[src/rtl/extirq_pkg.sv]
package extirq_pkg;
  localparam int REG_W = 32;
  localparam int NUM_FIELDS = 6;

  // field numbers; software relies on this order
  localparam int FLD_SENSE = 0;
  localparam int FLD_STAT  = 1;
  localparam int FLD_CLR   = 2;
  localparam int FLD_EN    = 3;
  localparam int FLD_ANY   = 4;
  localparam int FLD_LVL   = 5;

  typedef struct packed {
    logic sense;
    logic any_edge;
    logic level;
    logic enable;
    logic clr_hold;
    logic clr_pulse;
  } chan_cfg_t;
endpackage

[src/rtl/extirq_sync.sv]
module extirq_sync #(
  parameter int STAGES = 2
) (
  input  logic clk,
  input  logic rst_n,
  input  logic d_i,
  output logic q_o
);
  logic [STAGES-1:0] sh_q;

  generate
    if (STAGES == 1) begin : g_one
      always_ff @(posedge clk or negedge rst_n) begin
        if (!rst_n) sh_q <= '0;
        else        sh_q <= d_i;
      end
    end else begin : g_many
      always_ff @(posedge clk or negedge rst_n) begin
        if (!rst_n) sh_q <= '0;
        else        sh_q <= {sh_q[STAGES-2:0], d_i};
      end
    end
  endgenerate

  assign q_o = sh_q[STAGES-1];
endmodule

[src/rtl/extirq_detect.sv]
module extirq_detect
  import extirq_pkg::*;
(
  input  logic      clk,
  input  logic      rst_n,
  input  logic      sync_i,
  input  chan_cfg_t cfg_i,
  output logic      status_o,
  output logic      irq_o
);
  logic prev_q;
  logic lat_q;
  logic irq_q;
  logic rise, fall, hit, lvl_active;

  always_ff @(posedge clk or negedge rst_n) begin
    if (!rst_n) prev_q <= 1'b0;
    else        prev_q <= sync_i;
  end

  assign rise = sync_i & ~prev_q;
  assign fall = ~sync_i & prev_q;

  always_comb begin
    if (cfg_i.any_edge) hit = rise | fall;
    else if (cfg_i.sense) hit = rise;
    else hit = fall;
  end

  assign lvl_active = cfg_i.sense ? sync_i : ~sync_i;

  // event latch: a fresh edge beats a simultaneous acknowledge
  always_ff @(posedge clk or negedge rst_n) begin
    if (!rst_n) lat_q <= 1'b0;
    else if (cfg_i.level || cfg_i.clr_hold) lat_q <= 1'b0;
    else if (cfg_i.clr_pulse) lat_q <= hit;
    else lat_q <= lat_q | hit;
  end

  always_comb begin
    if (cfg_i.clr_hold) status_o = 1'b0;
    else if (cfg_i.level) status_o = lvl_active;
    else status_o = lat_q;
  end

  always_ff @(posedge clk or negedge rst_n) begin
    if (!rst_n) irq_q <= 1'b0;
    else        irq_q <= status_o & cfg_i.enable;
  end

  assign irq_o = irq_q;

  a_r3_edge_sets: assert property (@(posedge clk) disable iff (!rst_n)
    (!cfg_i.level && !cfg_i.clr_hold && hit) |=> lat_q);

  a_r3_event_holds: assert property (@(posedge clk) disable iff (!rst_n)
    (!cfg_i.level && !cfg_i.clr_hold && !cfg_i.clr_pulse && lat_q) |=> lat_q);

  a_r6_clear_removes: assert property (@(posedge clk) disable iff (!rst_n)
    (!cfg_i.level && cfg_i.clr_pulse && !hit) |=> !lat_q);

  a_r5_disabled_quiet: assert property (@(posedge clk) disable iff (!rst_n)
    (!cfg_i.enable) |=> !irq_o);

  a_r7_hold_blocks: assert property (@(posedge clk) disable iff (!rst_n)
    cfg_i.clr_hold |=> !irq_o);
endmodule

[src/rtl/extirq_regs.sv]
module extirq_regs
  import extirq_pkg::*;
#(
  parameter int NUM_IN       = 4,
  parameter int FIELD_W      = 4,
  parameter bit STICKY_CLEAR = 1'b0
) (
  input  logic                    clk,
  input  logic                    rst_n,
  input  logic                    we_i,
  input  logic [REG_W-1:0]        wdata_i,
  input  logic [NUM_IN-1:0]       status_i,
  output logic [REG_W-1:0]        rdata_o,
  output chan_cfg_t [NUM_IN-1:0]  cfg_o
);
  localparam int SENSE_B = FLD_SENSE * FIELD_W;
  localparam int STAT_B  = FLD_STAT  * FIELD_W;
  localparam int CLR_B   = FLD_CLR   * FIELD_W;
  localparam int EN_B    = FLD_EN    * FIELD_W;
  localparam int ANY_B   = FLD_ANY   * FIELD_W;
  localparam int LVL_B   = FLD_LVL   * FIELD_W;

  logic [NUM_IN-1:0] sense_q, en_q, any_q, lvl_q, clr_q;

  genvar gi;
  generate
    for (gi = 0; gi < NUM_IN; gi++) begin : g_ch
      always_ff @(posedge clk or negedge rst_n) begin
        if (!rst_n) begin
          sense_q[gi] <= 1'b0;
          en_q[gi]    <= 1'b0;
          any_q[gi]   <= 1'b0;
          lvl_q[gi]   <= 1'b0;
        end else if (we_i) begin
          sense_q[gi] <= wdata_i[gi + SENSE_B];
          en_q[gi]    <= wdata_i[gi + EN_B];
          any_q[gi]   <= wdata_i[gi + ANY_B];
          lvl_q[gi]   <= wdata_i[gi + LVL_B];
        end
      end

      if (STICKY_CLEAR) begin : g_held
        always_ff @(posedge clk or negedge rst_n) begin
          if (!rst_n)    clr_q[gi] <= 1'b0;
          else if (we_i) clr_q[gi] <= wdata_i[gi + CLR_B];
        end
        assign cfg_o[gi].clr_hold  = clr_q[gi];
        assign cfg_o[gi].clr_pulse = 1'b0;
      end else begin : g_pulse
        assign clr_q[gi]           = 1'b0;
        assign cfg_o[gi].clr_hold  = 1'b0;
        assign cfg_o[gi].clr_pulse = we_i & wdata_i[gi + CLR_B];
      end

      assign cfg_o[gi].sense    = sense_q[gi];
      assign cfg_o[gi].enable   = en_q[gi];
      assign cfg_o[gi].any_edge = any_q[gi];
      assign cfg_o[gi].level    = lvl_q[gi];
    end
  endgenerate

  always_comb begin
    rdata_o = '0;
    for (int i = 0; i < NUM_IN; i++) begin
      rdata_o[i + SENSE_B] = sense_q[i];
      rdata_o[i + STAT_B]  = status_i[i];
      rdata_o[i + CLR_B]   = clr_q[i];
      rdata_o[i + EN_B]    = en_q[i];
      rdata_o[i + ANY_B]   = any_q[i];
      rdata_o[i + LVL_B]   = lvl_q[i];
    end
  end
endmodule

[src/rtl/ext_irq_ctrl.sv]
module ext_irq_ctrl
  import extirq_pkg::*;
#(
  parameter int NUM_IN       = 4,
  parameter int FIELD_W      = 4,
  parameter int SYNC_STAGES  = 2,
  parameter bit STICKY_CLEAR = 1'b0
) (
  input  logic              clk,
  input  logic              rst_n,
  input  logic [NUM_IN-1:0] pin_in,
  input  logic              reg_we,
  input  logic [31:0]       reg_wdata,
  output logic [31:0]       reg_rdata,
  output logic [NUM_IN-1:0] irq_out
);
  chan_cfg_t [NUM_IN-1:0] cfg;
  logic [NUM_IN-1:0] pin_sync;
  logic [NUM_IN-1:0] status;

  extirq_regs #(
    .NUM_IN(NUM_IN), .FIELD_W(FIELD_W), .STICKY_CLEAR(STICKY_CLEAR)
  ) u_regs (
    .clk(clk), .rst_n(rst_n), .we_i(reg_we), .wdata_i(reg_wdata),
    .status_i(status), .rdata_o(reg_rdata), .cfg_o(cfg)
  );

  genvar gi;
  generate
    for (gi = 0; gi < NUM_IN; gi++) begin : g_pin
      extirq_sync #(.STAGES(SYNC_STAGES)) u_sync (
        .clk(clk), .rst_n(rst_n), .d_i(pin_in[gi]), .q_o(pin_sync[gi])
      );
      extirq_detect u_det (
        .clk(clk), .rst_n(rst_n), .sync_i(pin_sync[gi]), .cfg_i(cfg[gi]),
        .status_o(status[gi]), .irq_o(irq_out[gi])
      );
    end
  endgenerate
endmodule

[config.mk]
export PLATFORM = sky130hd
export DESIGN_NAME = ext_irq_ctrl
export DESIGN_NICKNAME = d
export VERILOG_FILES = /design/src/rtl/extirq_pkg.sv /design/src/rtl/extirq_sync.sv /design/src/rtl/extirq_detect.sv /design/src/rtl/extirq_regs.sv /design/src/rtl/ext_irq_ctrl.sv
export SDC_FILE = /design/constraint.sdc
export NUM_CORES = 1
export LEC_CHECK = 0
export BUFFER_PORTS_ARGS = -buffer_cell sky130_fd_sc_hd__buf_2
export CORE_UTILIZATION = 50
export CTS_CLUSTER_DIAMETER = 200
export DETAILED_ROUTE_END_ITERATION = 12
export MAX_ROUTING_LAYER = met4
export PLACE_DENSITY = 0.84
export REMOVE_ABC_BUFFERS = 1
export SYNTH_ARGS = -nofsm -noshare
export SYNTH_HDL_FRONTEND = slang
export SYNTH_SLANG_ARGS = --single-unit
[constraint.sdc]
create_clock -name clk -period 2.7 [get_ports clk]
set_clock_uncertainty 0.05 [all_clocks]
set_input_delay 0.54 -clock clk [delete_from_list [all_inputs] [get_ports clk]]
set_output_delay 0.54 -clock clk [all_outputs]
set_load 0.03 [all_outputs]
; Word level (Yosys, flattened, before mapping)
; Cells that the tools add are included.
[classes]
muxes = 24
bitwise_logic = 32
[ops]
columns = op, count
row1 = $mux 1, 24
row2 = $and 1x1->1, 16
row3 = $not 1->1, 8
row4 = $or 1x1->1, 8
[totals]
input_bits = 39
register_bits = 36
out_inout_bits = 36

; Longest topological paths before layout
; Gate-level depths: netlist of the first run.
[logic_depth]
ltp_word = 7
ltp_mapped = 5
mapped_depth_nobuf = 5

; By module
; A second synthesis of the first run with hierarchy kept.
[hier_totals]
cells_unflattened = 151
area_unflattened_um2 = 1913.1
[modules_own_cells]
columns = module, n_inst, area_per_inst_um2, cells_each
row1 = extirq_regs, 1, 962.2, 75
row2 = extirq_detect, 4, 187.7, 17
row3 = extirq_sync, 4, 50.0, 2

; Least setup slack after synthesis of the first run
; Ideal clock, no wire load.
[synth_timing]
path_type = reg-to-output
start = reg u_regs.sense_q[0] (netlist: u_regs.cfg_o[5])
end = out reg_rdata[4]
slack_ns = 1.002
arrival_time_ns = 1.108
path_stages_with_launch = 4
required_time_ns = 2.110
cell_sequence = dfrtp_1 xnor2_1 mux2_4 buf_4
[synth_between]
elab_chain_cells = 2
[synth_rtl]
columns = item, line
row1 = "start, declared", extirq_regs.sv:23  ; logic [NUM_IN-1:0] sense_q, en_q, any_q, lvl_q, clr_q;
row2 = "start signal, assigned by index", extirq_regs.sv:35  ; sense_q[gi] <= wdata_i[gi + SENSE_B];
row3 = $mux 1, extirq_detect.sv:30  ; assign lvl_active = cfg_i.sense ? sync_i : ~sync_i;
row4 = $mux 1, extirq_detect.sv:42  ; else if (cfg_i.level) status_o = lvl_active;
row5 = "end, declared", ext_irq_ctrl.sv:14  ; output logic [31:0] reg_rdata,
; No other way between the ends.

; Final worst setup path of the first run
; Same ends and word-level chain as after synthesis.

==> metrics.yaml, run 1 <==
run_status:
  status: "finished, final reports clean"
floorplanning:
  initial_utilization: 0.532
  die-area_um2: 3530
  core_um2: 3100
  rows: 20
  dieHeight_um: 59.5
  die_x_um: 59.5
  io_pins: 75
routing:
  ant_nets: 0
  drcViolationCount: 0
  initialDrtViolationCount: 14
  wl_per_cell_um: 11.9
  finalWirelength_mm: 2.59
  vias: 997
  first_pass_iters: 4
  vias_per_cell: 4.57
worst_setup_path:
  cp_data_required_time_ns: 2.11
  critPathArrivalTime_ns: 1.37
  path_class: "flip-flop to primary output"
  end_kind: "primary output"
  critical_path.cell_chain: "xnor2_1, mux2_4, buf_2"
  worst_setup_path_start_kind: "flip-flop"
  path_buf_inv: 1
  r2r_slack_ns: 1.43
  cp_max_fo: 4
  slowest_stage: "dfrtp_1"
  critPathTopFamily: "flip-flops"
  critPathMaxStageDelay_ns: 0.44
synth:
  synth-edff-count: 0
  post-synth-top-area-fraction: 0.546
  yosysMostFrequentCell: "dfrtp_1"
  synth_seq_cells: 36
  ys_seq_area_frac: 0.546
  netlist_top_cells_count: "dfrtp_1, buf_4, mux2_2"
  synth_ff_type: "dfrtp_1"
  synth.cell_area_um2: 1650
  yosys_warnings: 0
  synthArstFlopShare: 1.00
  ys_top_cells_by_area: "dfrtp_1, mux2_2, buf_4"
  synth.distinct_cells: 15
  synthCells: 127
  syn_avg_cell_area_um2: 13.0
  synth_area_leader_cell: "dfrtp_1"
sta:
  rsz0062_at_grt: "no"
  hold_ws_ns: 0.211
  setup_tns_ns: 0
  slew_violations: 0
  min_period_ns: 1.96
  final.period_utilization: 0.726
  timing.final.setup_violations: 0
  worst_slew_pin_slew_ns: 0.780
  hold_viol_final: 0
  slew_headroom: 0.480
  max_freq_ghz: 0.510
clocking:
  cts_hold_buffers: 0
  cts_root_buffer: "clkbuf_4"
  cts_tree: "yes"
  clockBufferDepth: 2
  clk_pin_slew_ns: 0.12
  postCtsSetupBuffers: 0
  htreeDepth: 2
  cts_resized: 0
  numCtsBuffers: 5
  clock_latency_ns: 0.34
  cts_num_sinks: 36
final_layout:
  final_area_um2: 1930
  n_antenna_cell: 0
  drive_above_1_share: 0.494
  syn_to_final_growth_pct: 17.1
  post-route-util: 0.623
  final_nets: 220
pwr:
  seq_power_share: 0.467
  combPwrFrac: 0.221
  power_switching_uw: 390
  worst_ir_drop_vdd_mv: 0.491
  internal-power_uw: 951
  pwr-share-clk: 0.312
  swShare: 0.291
  powerDensity_nw_per_um2: 694
  power.leakage_uw: 0.00101
place:
  dpl-instance-area_um2: 1840
  portBuffers: 50
  dp_hpwl_mm: 1.89
  gp_congestion: 0.707
global_routing:
  grt_max_degree: 37
  grt_first_pass_wirelength_mm: 4.20
  antenna_found_initial: 0
  overflow: 0
  grt_usage: 0.173
  grt_pass1_vias: 931
min_path:
  hold_class: "input port to async pin"
job:
  cap_violations: 0
==> placed cells by master (no fill, tap or decap), types with 5 or more instances in the layout <==
cell type and instances:
mux2_2 16, dfrtp_1 36, conb_1 12, ha_1 8
a21oi_1 8, buf_2 50, inv_1 8, clkbuf_4 5
==> stage by stage <==
stage          power, uW  worst slack (ns)  instances
5_1_grt             1410             0.652        218
4_1_cts             1360             0.713        218
3_3_place_gp         925              1.12        210
3_5_place_dp         937              1.11        210
6_report            1340             0.739        218
2_1_floorplan        841              1.11        116
==> cell families (layout without fill, tap and decap cells) <==
kind of cell | after synthesis | count (layout) | share of synthesized area
DFF | 36 | 36 | 0.546
buffers and inverters | 30 | 66 | 0.115
muxes | 24 | 24 | 0.170
and+or+nand+nor | 16 | 16 | 0.0606
adders and majority gates | 8 | 8 | 0.0607
AOI/OAI and AO/OA | 8 | 8 | 0.0243
xor gates and xnor gates | 4 | 4 | 0.0212
other | 1 | 12 | 0.00227
==> sequential cells by signal, summed over array words and instances (netlist names) <==
signal              count
g_pin.u_det.prev_q      4
g_pin.u_sync.sh_q       8
u_regs.cfg_o           16
g_pin.u_det.lat_q       4
g_pin.u_det.irq_o       4
==> power groups by stage <==
stage,registers (uW),clock network (uW),logic [uW]
2_1_floorplan,697,0,143
3_5_place_dp,638,0,299
3_3_place_gp,633,0,291
6_report,626,419,296
5_1_grt,635,454,320
4_1_cts,628,430,299
==> metal layers <==
layer | GRT usage | vias up | routed length [um] | part of all wire
met2 | 0.278 | 52 | 1230 | 0.47
met1 | 0.203 | 467 | 1120 | 0.43
met3 | 0.0590 | 5 | 208 | 0.080
met4 | 0.0612 | 0 | 30 | 0.012
li1 | - | 473 | - | -
met5 | - | - | 0 | 0
==> path summary, 6_finish.rpt <==
path	depth (start not counted)	startpoint	to
setup / recovery	3	u_regs.cfg_o[5]	reg_rdata[4]
hold / removal	1	rst_n	g_pin[0].u_det.lat_q
setup reg to reg	5	g_pin[3].u_sync.sh_q[1]	g_pin[3].u_det.lat_q
hold reg to reg	0	g_pin[3].u_sync.sh_q[0]	g_pin[3].u_sync.sh_q[1]
max in group asynchronous	1	rst_n	u_regs.cfg_o[11]
min in group clk	1	pin_in[0]	g_pin[0].u_sync.sh_q[0]
==> layout make-up <==
class                           instances  area (um^2)
Timing Repair Buffer                   50          250
Clock buffer                            7         65.1
Tap cell                               44         55.1
Fill cell                             273         1170
Sequential cell                        36          901
Clock inverter                          1         30.0
Multi-Input combinational cell         72          601
Inverter                                8         30.0
(Power assumes the default switching activity.)
==> inputs of run 2 (changes only) <==
- ABC_AREA: not set -> 1
- CORE_UTILIZATION: 50 -> 42
- PLACE_DENSITY: 0.84 -> 0.75
- clock period: 2.7 -> 1.78 ns (I/O delays scaled with it)
==> run 2 against run 1 <==
Final cell count up 34%. Largest cell class unchanged. Largest power group unchanged. Critical path depth increased by 1. Highest routed layer unchanged. Synthesized area increased by 4.1%. Via count increased by 26%. Power is 47% higher. Critical endpoint is now reg_rdata[5]. Count of clock-buffer cells in the layout is 1 lower. Sequential power up 49%. Utilization decreased by 8.3 points.
==> metrics.yaml, run 2 <==
run_status:
  status: "finished, final reports clean"  # unchanged
synth:
  syn_avg_cell_area_um2: 8.95  # was 13.0 um^2
  synth_fa_ha_area_frac: 0.0583  # was 0.0607
  yosysMostFrequentCell: "nand2_1"  # was dfrtp_1
  synth.cell_area_um2: 1720  # was 1650 um^2
  synthArstFlopShare: 1.00  # unchanged
  synth_xor_area_frac: 0  # was 0.0212
  post-synth-top-area-fraction: 0.524  # was 0.546
  synthCells: 192  # was 127
  netlist_top_cells_count: "nand2_1, inv_1, dfrtp_1"  # was dfrtp_1, buf_4, mux2_2
  synthMuxAreaShare: 0.0262  # was 0.170
  synth-simple-area-share: 0.151  # was 0.0607
  synth.distinct_cells: 15  # unchanged
  synth_ff_type: "dfrtp_1"  # unchanged
  ys_top_cells_by_area: "dfrtp_1, nand2_1, buf_4"  # was dfrtp_1, mux2_2, buf_4
  ys_seq_area_frac: 0.524  # was 0.546
  yosys_warnings: 0  # unchanged
  synth_top_family_by_area: "buffers and inverters"  # was multiplexers
  synth_seq_cells: 36  # unchanged
  synth-edff-count: 0  # unchanged
  synth_compound_area_frac: 0.0466  # was 0.0243
  synth_area_leader_cell: "dfrtp_1"  # unchanged
clocking:
  clk_pin_slew_ns: 0.07  # was 0.12 ns
  cts_num_sinks: 36  # unchanged
  cts_root_buffer: "clkbuf_8"  # was clkbuf_4
  cts_tree: "yes"  # unchanged
  clockBufferDepth: 2  # unchanged
  clock_latency_ns: 0.29  # was 0.34 ns
  htreeDepth: 2  # unchanged
  numCtsBuffers: 5  # unchanged
routing:
  vias: 1260  # was 997
  wl_per_cell_um: 9.38  # was 11.9 um
  initialDrtViolationCount: 38  # was 14
  vias_per_cell: 4.32  # was 4.57
  ant_nets: 0  # unchanged
  finalWirelength_mm: 2.74  # was 2.59 mm
  first_pass_iters: 4  # unchanged
  drcViolationCount: 0  # unchanged
pwr:
  power.leakage_uw: 0.00120  # was 0.00101 uW
  powerDensity_nw_per_um2: 962  # was 694 nW/um^2
  worst_ir_drop_vdd_mv: 0.591  # was 0.491 mV
floorplanning:
  initial_utilization: 0.452  # was 0.532
  core_um2: 3800  # was 3100 um^2
  dieHeight_um: 66.0  # was 59.5 um
  io_pins: 75  # unchanged
  die-area_um2: 4350  # was 3530 um^2
  rows: 22  # was 20
  die_x_um: 66.0  # was 59.5 um
min_path:
  min_from: "pin_in[1]"
  hold_class: "input port to flip-flop"  # was input port to async pin
worst_setup_path:
  reg2reg_from: "g_pin[1].u_sync.sh_q[1]"  # was g_pin[3].u_sync.sh_q[1]
  cp_data_required_time_ns: 1.37  # was 2.11 ns
  critPathLaunch: "u_regs.cfg_o[9]"  # was u_regs.cfg_o[5]
  end_kind: "primary output"  # unchanged
  cp_max_fo: 5  # was 4
  path_class: "flip-flop to primary output"  # unchanged
  worst_setup_path_start_kind: "flip-flop"  # unchanged
  critPathArrivalTime_ns: 1.29  # was 1.37 ns
global_routing:
  antenna_found_initial: 0  # unchanged
  grt_pass1_vias: 1130  # was 931
  overflow: 0  # unchanged
  grt_usage: 0.154  # was 0.173
  grt_first_pass_wirelength_mm: 4.73  # was 4.20 mm
  grt_max_degree: 37  # unchanged
sta:
  timing.final.setup_violations: 0  # unchanged
  setup_tns_ns: 0  # unchanged
  hold_viol_final: 0  # unchanged
  final.period_utilization: 0.955
  min_period_ns: 1.70
  rsz0062_at_grt: "no"  # unchanged
  slew_violations: 0  # unchanged
  hold_ws_ns: 0.116  # was 0.211 ns
  max_freq_ghz: 0.588
final_layout:
  largest_reg_flops: 16  # unchanged
  final_nets: 290  # was 220
  layout_commonest_cell: "buf_2"  # unchanged
  n_fill_cell: 365  # was 273
  drive_above_1_share: 0.299  # was 0.494
  n_antenna_cell: 0  # unchanged
  syn_to_final_growth_pct: 19.4  # was 17.1%
  final_cell_mix: "buf_2, nand2_1, inv_1, dfrtp_1, conb_1"  # was buf_2, dfrtp_1, mux2_2, conb_1
place:
  dp_hpwl_mm: 1.98  # was 1.89 mm
  gp_congestion: 0.772  # was 0.707
  portBuffers: 50  # unchanged
job:
  cap_violations: 0  # unchanged
[run 2: worst paths after layout]
check	to	slack [ns]	cells after the start
setup / recovery	reg_rdata[5]	0.08	4
hold / removal	g_pin[1].u_sync.sh_q[0]	0.12	1
setup reg to reg	g_pin[1].u_det.lat_q	0.66	6
hold reg to reg	g_pin[3].u_sync.sh_q[1]	0.30	0
max in group asynchronous	u_regs.cfg_o[15]	0.97	3
min in group asynchronous	u_regs.cfg_o[5]	0.51	3
[run 2: what timing repair did]
action / in CTS / in global routing
setup buffers: 0 / 3
gates resized for setup: 0 / 4
hold endpoints to repair: 36 / 0
hold buffers: 1 / 0
setup endpoints to repair: 0 / 4
[run 2: cell families after synthesis]
family                     Yosys count
AOI/OAI and AO/OA                   16
and+or+nand+nor                     64
adders and majority gates            8
muxes                                4
buffers and inverters               63
other                                1
DFF                                 36
[run 2: per-stage QoR]
| step | power, uW | worst slack [ns] | instance area [um^2] | cells | utilization |
|---|---|---|---|---|---|
| 2_1_floorplan | 1230 | 0.346 | 1580 | 180 | - |
| 3_3_place_gp | 1370 | 0.372 | 1920 | 280 | 0.505 |
| 3_5_place_dp | 1380 | 0.364 | 1920 | 280 | 0.505 |
| 4_1_cts | 1990 | 0.0331 | 2020 | 289 | 0.532 |
| 5_1_grt | 2100 | 0.00798 | 2050 | 292 | 0.540 |
| 6_report | 1970 | 0.0802 | 2050 | 292 | 0.540 |
[run 2: worst max-delay path, stage by stage (launching register included)]
cell and delay (ns):
dfrtp_1 0.43, or2_2 0.32, nand2_2 0.07, inv_1 0.04
buf_4 0.15
[run 2: power by group]
part / internal, uW / switching, uW
logic: 149 / 297
clock network: 309 / 287
registers: 890 / 43.3
total: 1350 / 627
[run 2: area by class of cell]
class / instances / area [um^2] / share of cell area
well taps: 48 / 60.1 / 0.0293
multi-input cells: 104 / 533 / 0.260
clock inverters: 2 / 10.0 / 0.00488
inverters: 40 / 150 / 0.0732
clock buffers: 6 / 82.6 / 0.0403
flip-flops and latches: 36 / 902 / 0.440
repair buffers: 56 / 313 / 0.153
[run 2: per-layer routing]
metal / wire [um] / up-vias / share of wire / GRT usage
met1: 1290 / 565 / 0.47 / 0.176
met3: 177 / 5 / 0.065 / 0.0466
met5: 0 / - / 0 / -
met2: 1220 / 50 / 0.44 / 0.236
li1: - / 640 / - / -
met4: 51 / 0 / 0.019 / 0.0957
==> inputs of run 3 (changes only) <==
- PLACE_DENSITY: 0.75 -> not set
- PLACE_DENSITY_LB_ADDON: not set -> 0.15
==> run 3 against run 2 <==
Non-clock buffer count decreased by 4. Utilization decreased by 1.3 points. Critical endpoint is now reg_rdata[6]. Critical path depth unchanged.
==> metrics.yaml, run 3 (same netlist as run 2, synthesis figures left out) <==
run_status:
  status: "finished, final reports clean"  # unchanged
final_layout:
  final_area_um2: 2000  # was 2050 um^2
  final_nets: 286  # was 290
  syn_to_final_growth_pct: 16.6  # was 19.4%
  layout_commonest_cell: "buf_2"  # unchanged
  n_antenna_cell: 0  # unchanged
  largest_reg_flops: 16  # unchanged
  post-route-util: 0.527  # was 0.540
  final_cell_mix: "buf_2, nand2_1, inv_1, dfrtp_1, conb_1"  # unchanged
  drive_above_1_share: 0.280  # was 0.299
global_routing:
  grt_first_pass_wirelength_mm: 4.76  # was 4.73 mm
  antenna_found_initial: 0  # unchanged
  overflow: 0  # unchanged
  grt_max_degree: 37  # unchanged
  grt_usage: 0.156  # was 0.154
  grt_pass1_vias: 1152  # was 1,130
min_path:
  hold_class: "input port to async pin"  # was input port to flip-flop
floorplanning:
  rows: 22  # unchanged
  initial_utilization: 0.452  # unchanged
  io_pins: 75  # unchanged
  core_um2: 3800  # unchanged
  die_x_um: 66.0  # unchanged
  dieHeight_um: 66.0  # unchanged
  die-area_um2: 4350  # unchanged
worst_setup_path:
  reg2reg_to: "g_pin[3].u_det.lat_q"  # was g_pin[1].u_det.lat_q
  critPathArrivalTime_ns: 1.30  # was 1.29 ns
  end_kind: "primary output"  # unchanged
  worst_setup_path_start_kind: "flip-flop"  # unchanged
  reg2reg_from: "g_pin[3].u_sync.sh_q[1]"  # was g_pin[1].u_sync.sh_q[1]
  r2r_slack_ns: 0.64  # was 0.66 ns
  path_class: "flip-flop to primary output"  # unchanged
  cp_data_required_time_ns: 1.37  # about the same
  cp_max_fo: 5  # unchanged
  worstRegToRegCells: 6  # unchanged
routing:
  wl_per_cell_um: 9.56  # was 9.38 um
  initialDrtViolationCount: 40  # was 38
  first_pass_iters: 3  # was 4
  vias: 1242  # was 1,260
  vias_per_cell: 4.33  # was 4.32
  ant_nets: 0  # unchanged
  drcViolationCount: 0  # unchanged
  finalWirelength_mm: 2.74  # about the same
sta:
  worst_slack_ns: 0.0740  # was 0.0802 ns
  rsz0062_at_grt: "no"  # unchanged
  max_freq_ghz: 0.586  # was 0.588 GHz
  slew_violations: 0  # unchanged
  hold_ws_ns: 0.0573  # was 0.116 ns
  final.period_utilization: 0.958  # was 0.955
  setup_tns_ns: 0  # unchanged
  timing.final.setup_violations: 0  # unchanged
  min_period_ns: 1.71  # was 1.70 ns
  hold_viol_final: 0  # unchanged
place:
  portBuffers: 50  # unchanged
  gp_congestion: 0.749  # was 0.772
  pre_cts_ws_ns: 0.376  # was 0.364 ns
  dpl-instance-area_um2: 1910  # was 1920 um^2
  dp_hpwl_mm: 1.99  # was 1.98 mm
pwr:
  worst_ir_drop_vdd_mv: 0.493  # was 0.591 mV
  powerDensity_nw_per_um2: 981  # was 962 nW/um^2
  power.leakage_uw: 0.00118  # was 0.00120 uW
clocking:
  postCtsSetupBuffers: 0  # unchanged
  clk_pin_slew_ns: 0.06  # was 0.07 ns
  numCtsBuffers: 5  # unchanged
  cts_root_buffer: "clkbuf_8"  # unchanged
  clock_latency_ns: 0.28  # was 0.29 ns
  cts_tree: "yes"  # unchanged
  cts_num_sinks: 36  # unchanged
  cts_hold_buffers: 0  # was 1
  htreeDepth: 2  # unchanged
  cts_resized: 0  # unchanged
  clockBufferDepth: 2  # unchanged
job:
  cap_violations: 0  # unchanged
-- run 3: worst max path at each step --
stage                                 from      endpoint  slack [ns]  cells after the start
after floorplan            u_regs.cfg_o[3]  reg_rdata[4]        0.35                      3
after global placement    u_regs.cfg_o[15]  reg_rdata[6]        0.37                      4
after detailed placement  u_regs.cfg_o[15]  reg_rdata[6]        0.38                      4
after CTS                 u_regs.cfg_o[15]  reg_rdata[6]        0.06                      4
after global routing       u_regs.cfg_o[3]  reg_rdata[4]       0.006                      4
final                     u_regs.cfg_o[15]  reg_rdata[6]        0.07                      4
-- run 3: routing by layer --
metal,global-route usage,part of all wire,vias up
li1,-,-,632
met1,0.184,0.45,559
met2,0.236,0.47,42
met3,0.0466,0.057,9
met4,0.0878,0.023,0
met5,-,0,-
-- run 3: metrics by stage --
| stage | instances | total power [uW] |
|---|---|---|
| 2_1_floorplan | 180 | 1230 |
| 3_3_place_gp | 280 | 1370 |
| 3_5_place_dp | 280 | 1380 |
| 4_1_cts | 287 | 2000 |
| 5_1_grt | 287 | 2090 |
| 6_report | 287 | 1970 |
-- run 3: final cells by class --
cell class,count,area [um^2]
well taps,48,60.1
multi-input cells,104,531
clock buffers,7,96.3
repair buffers,52,265
fillers,378,1800
flip-flops and latches,36,901
inverters,40,150
-- run 3: critical path, stage by stage, from the launching register on --
cell and delay, ns:
dfrtp_1 0.41, or2_2 0.30, nand2_1 0.10, inv_1 0.04, buf_2 0.17
-- run 3: power breakdown --
part           internal (uW)  switching [uW]
clock network            344             263
registers                890            45.4
logic                    133             291
